--- src/rtl/elw_sext_pkg.sv ---
package elw_sext_pkg;
  typedef enum logic [1:0] {
    OP_BYTE = 2'b00,
    OP_HALF = 2'b01,
    OP_WORD = 2'b10,
    OP_PASS = 2'b11
  } sext_op_e;

  localparam int unsigned NUM_EW = 4;
  localparam int unsigned EW_W   = $clog2(NUM_EW);
endpackage

--- src/rtl/elw_sext_lane.sv ---
module elw_sext_lane
  import elw_sext_pkg::*;
#(
  parameter int unsigned LANE_W = 8
) (
  input  logic [LANE_W-1:0] lane_i,
  input  sext_op_e          op_i,
  output logic [LANE_W-1:0] lane_o
);
  localparam int unsigned SW_B = LANE_W / 8;
  localparam int unsigned SW_H = LANE_W / 4;
  localparam int unsigned SW_W = LANE_W / 2;

  always_comb begin
    unique case (op_i)
      OP_BYTE: lane_o = {{(LANE_W-SW_B){lane_i[SW_B-1]}}, lane_i[SW_B-1:0]};
      OP_HALF: lane_o = {{(LANE_W-SW_H){lane_i[SW_H-1]}}, lane_i[SW_H-1:0]};
      OP_WORD: lane_o = {{(LANE_W-SW_W){lane_i[SW_W-1]}}, lane_i[SW_W-1:0]};
      default: lane_o = lane_i;
    endcase
  end
endmodule

--- src/rtl/elw_sext_slice.sv ---
module elw_sext_slice
  import elw_sext_pkg::*;
#(
  parameter int unsigned DATA_W = 64,
  parameter int unsigned LANE_W = 8
) (
  input  logic [DATA_W-1:0] data_i,
  input  sext_op_e          op_i,
  output logic [DATA_W-1:0] data_o
);
  localparam int unsigned NUM_LANES = DATA_W / LANE_W;

  for (genvar l = 0; l < NUM_LANES; l++) begin : g_lane
    elw_sext_lane #(.LANE_W(LANE_W)) i_lane (
      .lane_i (data_i[l*LANE_W +: LANE_W]),
      .op_i   (op_i),
      .lane_o (data_o[l*LANE_W +: LANE_W])
    );
  end
endmodule

--- src/rtl/elw_sext_unit.sv ---
module elw_sext_unit
  import elw_sext_pkg::*;
#(
  parameter int unsigned DATA_W = 64
) (
  input  logic              clk_i,
  input  logic              rst_ni,
  input  logic              valid_i,
  input  logic [DATA_W-1:0] operand_i,
  input  logic [EW_W-1:0]   ew_i,
  input  logic [1:0]        op_i,
  output logic              valid_o,
  output logic [DATA_W-1:0] result_o
);
  sext_op_e          op;
  logic [DATA_W-1:0] slice_res [NUM_EW];
  logic [DATA_W-1:0] result_d;
  logic [DATA_W-1:0] result_q;
  logic              valid_q;

  assign op = sext_op_e'(op_i);

  // ew index g selects lane width DATA_W >> g
  for (genvar g = 0; g < NUM_EW; g++) begin : g_ew
    elw_sext_slice #(
      .DATA_W (DATA_W),
      .LANE_W (DATA_W >> g)
    ) i_slice (
      .data_i (operand_i),
      .op_i   (op),
      .data_o (slice_res[g])
    );
  end

  assign result_d = slice_res[ew_i];

  always_ff @(posedge clk_i or negedge rst_ni) begin
    if (!rst_ni) begin
      valid_q  <= 1'b0;
      result_q <= '0;
    end else begin
      valid_q <= valid_i;
      if (valid_i) result_q <= result_d;
    end
  end

  assign valid_o  = valid_q;
  assign result_o = result_q;
endmodule

--- config.mk ---
export PLATFORM = sky130hd
export DESIGN_NAME = elw_sext_unit
export DESIGN_NICKNAME = d
export VERILOG_FILES = /design/src/rtl/elw_sext_pkg.sv /design/src/rtl/elw_sext_lane.sv /design/src/rtl/elw_sext_slice.sv /design/src/rtl/elw_sext_unit.sv
export SDC_FILE = /design/constraint.sdc
export NUM_CORES = 1
export LEC_CHECK = 0
export CAP_MARGIN = 20
export CORE_UTILIZATION = 25
export DETAILED_ROUTE_END_ITERATION = 8
export MAX_ROUTING_LAYER = met4
export PLACE_DENSITY_LB_ADDON = 0.3
export SETUP_SLACK_MARGIN = 0.2
export SLEW_MARGIN = 30
export SYNTH_ARGS = -nofsm -noshare
export SYNTH_HDL_FRONTEND = slang
export SYNTH_HIERARCHICAL = 1
export SYNTH_SLANG_ARGS = --single-unit
--- constraint.sdc ---
create_clock -name clk_i -period 0.8 [get_ports clk_i]
set_input_delay 0.16 -clock clk_i [delete_from_list [all_inputs] [get_ports clk_i]]
set_output_delay 0.16 -clock clk_i [all_outputs]
set_load 0.1 [all_outputs]
==> Yosys cells after proc, flatten, opt, wreduce, memory -nomap -nowiden <==
Index checks and enable logic that the tools add are counted.
{ "op_classes": {"eq_ne": 2, "n_reduce_logical": 1, "order_cmp": 1, "n_bitwise": 1, "muxes": 18} }
{ "op_table": {"columns": ["cell", "count"], "rows": [
  ["$pmux W16 S3", 4],
  ["$pmux W32 S3", 2],
  ["$pmux W64 S3", 1],
  ["$pmux W8 S3", 8],
  ["$bmux W64 S2", 1],
  ["$mux W64", 2],
  ["$ge A3 B3 Y1 const B", 1],
  ["$not A2 Y3", 1],
  ["$eq A2 B1 Y1 const B", 1],
  ["$eq A2 B2 Y1 const B", 1],
  ["$logic_not A2 Y1", 1]
]} }
{ "totals": {"register_bits": 65, "input_bits": 71, "output_inout_bits": 65, "word_cells": 25} }

==> Longest topological paths before layout <==
{ "depth": {"depth_word": 5, "ltp_mapped": 7} }

==> Modules after synthesis <==
The synthesis kept the hierarchy.
{ "by_module_without_submodules": {"columns": ["mod", "n_inst", "cells_per_inst", "area_each_um2"], "rows": [
  ["elw_sext_unit", 1, 357, 4593.2],
  ["elw_sext_lane at g_ew[3].i_slice.g_lane[0].i_lane ...", 8, 18, 175.2],
  ["elw_sext_lane at g_ew[2].i_slice.g_lane[0].i_lane ...", 4, 37, 314.1],
  ["elw_sext_lane at g_ew[1].i_slice.g_lane[0].i_lane ...", 2, 71, 573.0],
  ["elw_sext_lane at g_ew[0].i_slice.g_lane[0].i_lane", 1, 143, 1131.1]
]} }

==> Least setup slack after synthesis <==
Ideal clock, no wire load.
{ "synth_path": {"kind": "input -> register", "start": "input op_i[0]", "end": "register result_q[16] (netlist: result_o[16])", "n_path_buf": 3, "setup_slack_ps": -485, "setup_ps": 133, "t_arrival_ps": 1152, "stages": 7, "cell_sequence": "buf_2 mux2i_1 buf_4 buf_6 mux2i_1 mux2i_1 o221ai_2"} }
{ "synth_rtl": {"columns": ["item", "line_no", "text"], "rows": [
  ["start: declaration", "elw_sext_unit.sv:11", "input logic [1:0] op_i,"],
  ["end signal: assignment", "elw_sext_unit.sv:43", "if (valid_i) result_q <= result_d;"],
  ["end: declaration", "elw_sext_unit.sv:18", "logic [DATA_W-1:0] result_q;"]
]} }

==> flow_metrics.tcl <==
set metrics [dict create \
    status "complete, but fails checks" \
    violations "hold timing, setup timing" \
    drive_gt1_frac 0.383 \
    pin_count 136 \
    dp_hpwl_um 19400 \
    start_util 0.254 \
    finalCritPeriodShare 1.59 \
    synth_nets 1005 \
    ys_seq_area_frac 0.171 \
    grt-ovfl-total 0 \
    grt_pass1_vias 8259 \
    synth_largest_area_cell "mux2i_1" \
    area_growth_pct 47.9 \
    antenna_found_initial 0 \
    synth.top_cell.area_share 0.476 \
    syn_area_mm2 0.00953 \
    final_antenna_net_count 0 \
    period_needed_ns 1.27 \
    grt_max_degree 33 \
    hold_viol 65 \
    holdBufCountCts 1 \
    critPathMaxFanout 7 \
    tns_ns -49.67 \
    ys_ff_latch 65 \
    yosysUniqueCellTypes 22 \
    rsz0062_at_grt "true" \
    power.leakage_nw 6.69 \
    clock-sinks 65 \
    synth.area.top_cells "mux2i_1 (48%), dfrtp_1 (17%), o221ai_2 (8.8%)" \
    synth_edf_count 0 \
    syn_avg_cell_area_um2 10.2 \
    slew_violations 0 \
    grt_first_pass_wirelength_um 49900 \
    hold_path_class "in -> async" \
    crit_path_end_kind "flop" \
    yosysWarnings 6 \
    drc 0 \
    fin_util 0.375 \
    vias_per_cell 4.73 \
    routed_wl_um 31900 \
    worst_pin_slew_ns 0.358 \
    wl_per_cell_um 19.4 \
    critPathLaunchType "input pin" \
    power_density_mw_per_mm2 1510 \
    path_cells "buf_16 -> buf_12 -> buf_16 -> buf_6 -> buf_12 -> nor2_2 -> mux2_1 -> mux2i_1 -> o221ai_2" \
    h-tree-depth 3 \
    dieArea_mm2 0.0389 \
    clockBufferDepth 2 \
    crit_slowest_cell "mux2_1" \
    layout.nets 1198 \
    cpPeakStageDelay_ns 0.32 \
    cts_inserted_buffers 9 \
    clock_latency_ns 0.35 \
    async_flop_share 1.00 \
    die_w_um 197 \
    first_iter_violations 416 \
    setup_viol 128 \
    rows 71 \
    die_y_um 197 \
    fin_hold_ws_ns -0.366 \
    place.gp.congestion 0.784 \
    clock_skew_ns 0 \
    n_fill_cell 3624 \
    diodes 0 \
    ys.flop_type "dfrtp_1" \
    synth_cells 934 \
    timing.fmax_mhz 786 \
    crit_arrival_ns 1.50 \
    critPathTopFamily "buffers and inverters" \
    clockRootBuffer "clkbuf_16" \
    path_class "in -> reg" \
    core-area_mm2 0.0376 \
    ir_worst_vdd_mv 1.18 \
    port_buffers 135 \
    cp.buffers_inverters 5 \
    cts_tree "done" \
    required_ns 1.03 \
    layout_setup_ws_ns -0.472 \
    relSlewSlack 0.761 \
    clk_pin_slew_worst_paths_ns 0.07 \
    num_vias 7767 \
    grt.total_usage 0.173 \
    firstDrtPassIters 6 \
    max_cap_violations 0 \
]
==> cell type report <==
type	count	area [µm²]	share of cell area
clock buffer	11	253	0.0179
sequential	65	1870	0.133
timing repair buffer	323	4460	0.316
clock inverter	5	30.0	0.00213
multi-input combinational	664	6610	0.469
inverter	64	240	0.0170
tap	511	639	0.0454
==> stage by stage <==
| stage | setup WS (ns) | std cells | power, mW | cell area, µm² | hold slack (ns) |
|---|---|---|---|---|---|
| final | -0.472 | 1643 | 21.3 | 14100 | -0.366 |
| after global routing | -0.508 | 1643 | 22.2 | 14100 | -0.380 |
| after CTS | -0.431 | 1638 | 21.4 | 14000 | 0.258 |
| after detailed placement | -1.00 | 1563 | 16.2 | 12600 | 0.00606 |
| after global placement | -0.976 | 1563 | 16.2 | 12600 | 0.00664 |
| after floorplan | -0.408 | 934 | 12.1 | 9820 | -0.136 |
==> path summary, 6_finish.rpt <==
kind	start	endpoint	slack, ns	cells past startpoint
min in group clk_i	valid_i	valid_o	0.27	2
hold / removal	rst_ni	result_o[51]	-0.37	1
hold reg to reg	result_o[42]	result_o[42]	0.58	2
setup reg to reg	result_o[24]	result_o[24]	-0.11	3
max in group asynchronous	rst_ni	result_o[41]	0.69	2
setup / recovery	op_i[0]	result_o[17]	-0.47	9
==> placed cells by master, fill, tap and decap left out <==
cell               n
mux2i_1          447
clkinv_2           3
buf_6             27
nand2_4            1
clkbuf_8           2
nand2_1           24
clkdlybuf4s15_2    3
o21ai_1            8
dfrtp_4           65
buf_8              4
o221ai_2          57
nor2_2             1
mux2_1             6
buf_4             96
or3b_4             6
bufbuf_16          4
clkdlybuf4s15_1    1
mux2i_2            1
clkinvlp_4         2
or3b_1             1
mux2i_4           15
nand2b_1          63
nor2_1             5
buf_12           109
nor2_4             2
buf_16            15
mux2_4             2
o21ai_0           16
clkbuf_4           1
buf_2              5
nand2b_4           2
clkbuf_16         10
inv_1             64
dlygate4sd2_1     21
o221ai_1           7
clkdlybuf4s50_1   36
==> Yosys cell counts, types with 8 or more instances <==
cell type	number
clkbuf_1	15
dfrtp_1	65
nor2_1	8
buf_4	44
nand2b_1	65
buf_6	31
mux2i_4	8
mux2i_1	453
inv_1	64
mux2_1	8
o21ai_0	16
buf_2	32
o221ai_2	56
buf_12	13
o21ai_1	8
nand2_1	25
o221ai_1	8
==> logic make-up after synthesis <==
kind of cell,after synthesis,share of synthesized area
simple gates,105,0.0632
flops,65,0.171
compound gates,88,0.108
mux,471,0.507
buf+inv,205,0.151
==> flip-flops by register name (all words and copies together) (netlist names) <==
signal,cells
valid_o,1
result_o,64
==> power by group <==
part | internal, mW | switching [mW] | leakage (nW)
Clock | 2.26 | 1.82 | 0.137
Sequential | 4.09 | 0.627 | 0.722
Combinational | 5.43 | 7.05 | 5.83
==> metal layers <==
metal  global-route usage  vias to the layer above  wire [µm]
met3               0.0297                       31       1110
met2                0.276                      144      15200
met5                    -                        -          0
li1                     -                     3739          -
met1                0.223                     3853      15000
met4               0.0468                        0        566
==> worst register-to-register path, delay by kind of cell (launching register included) <==
| family | cells | cell delay (ns) |
|---|---|---|
| AO/OA/AOI/OAI | 1 | 0.09 |
| flip-flops | 1 | 0.49 |
| AND/OR/NAND/NOR | 1 | 0.08 |
| buffers and inverters | 1 | 0.14 |
==> what timing repair did <==
action	4_1_cts	5_1_grt
gates cloned	19	1
resized for setup	113	12
endpoints found under the hold margin	65	65
setup endpoints to repair	129	194
pin swaps	26	9
setup buffers	39	5
No activity file was read; power rests on OpenSTA's default activity.
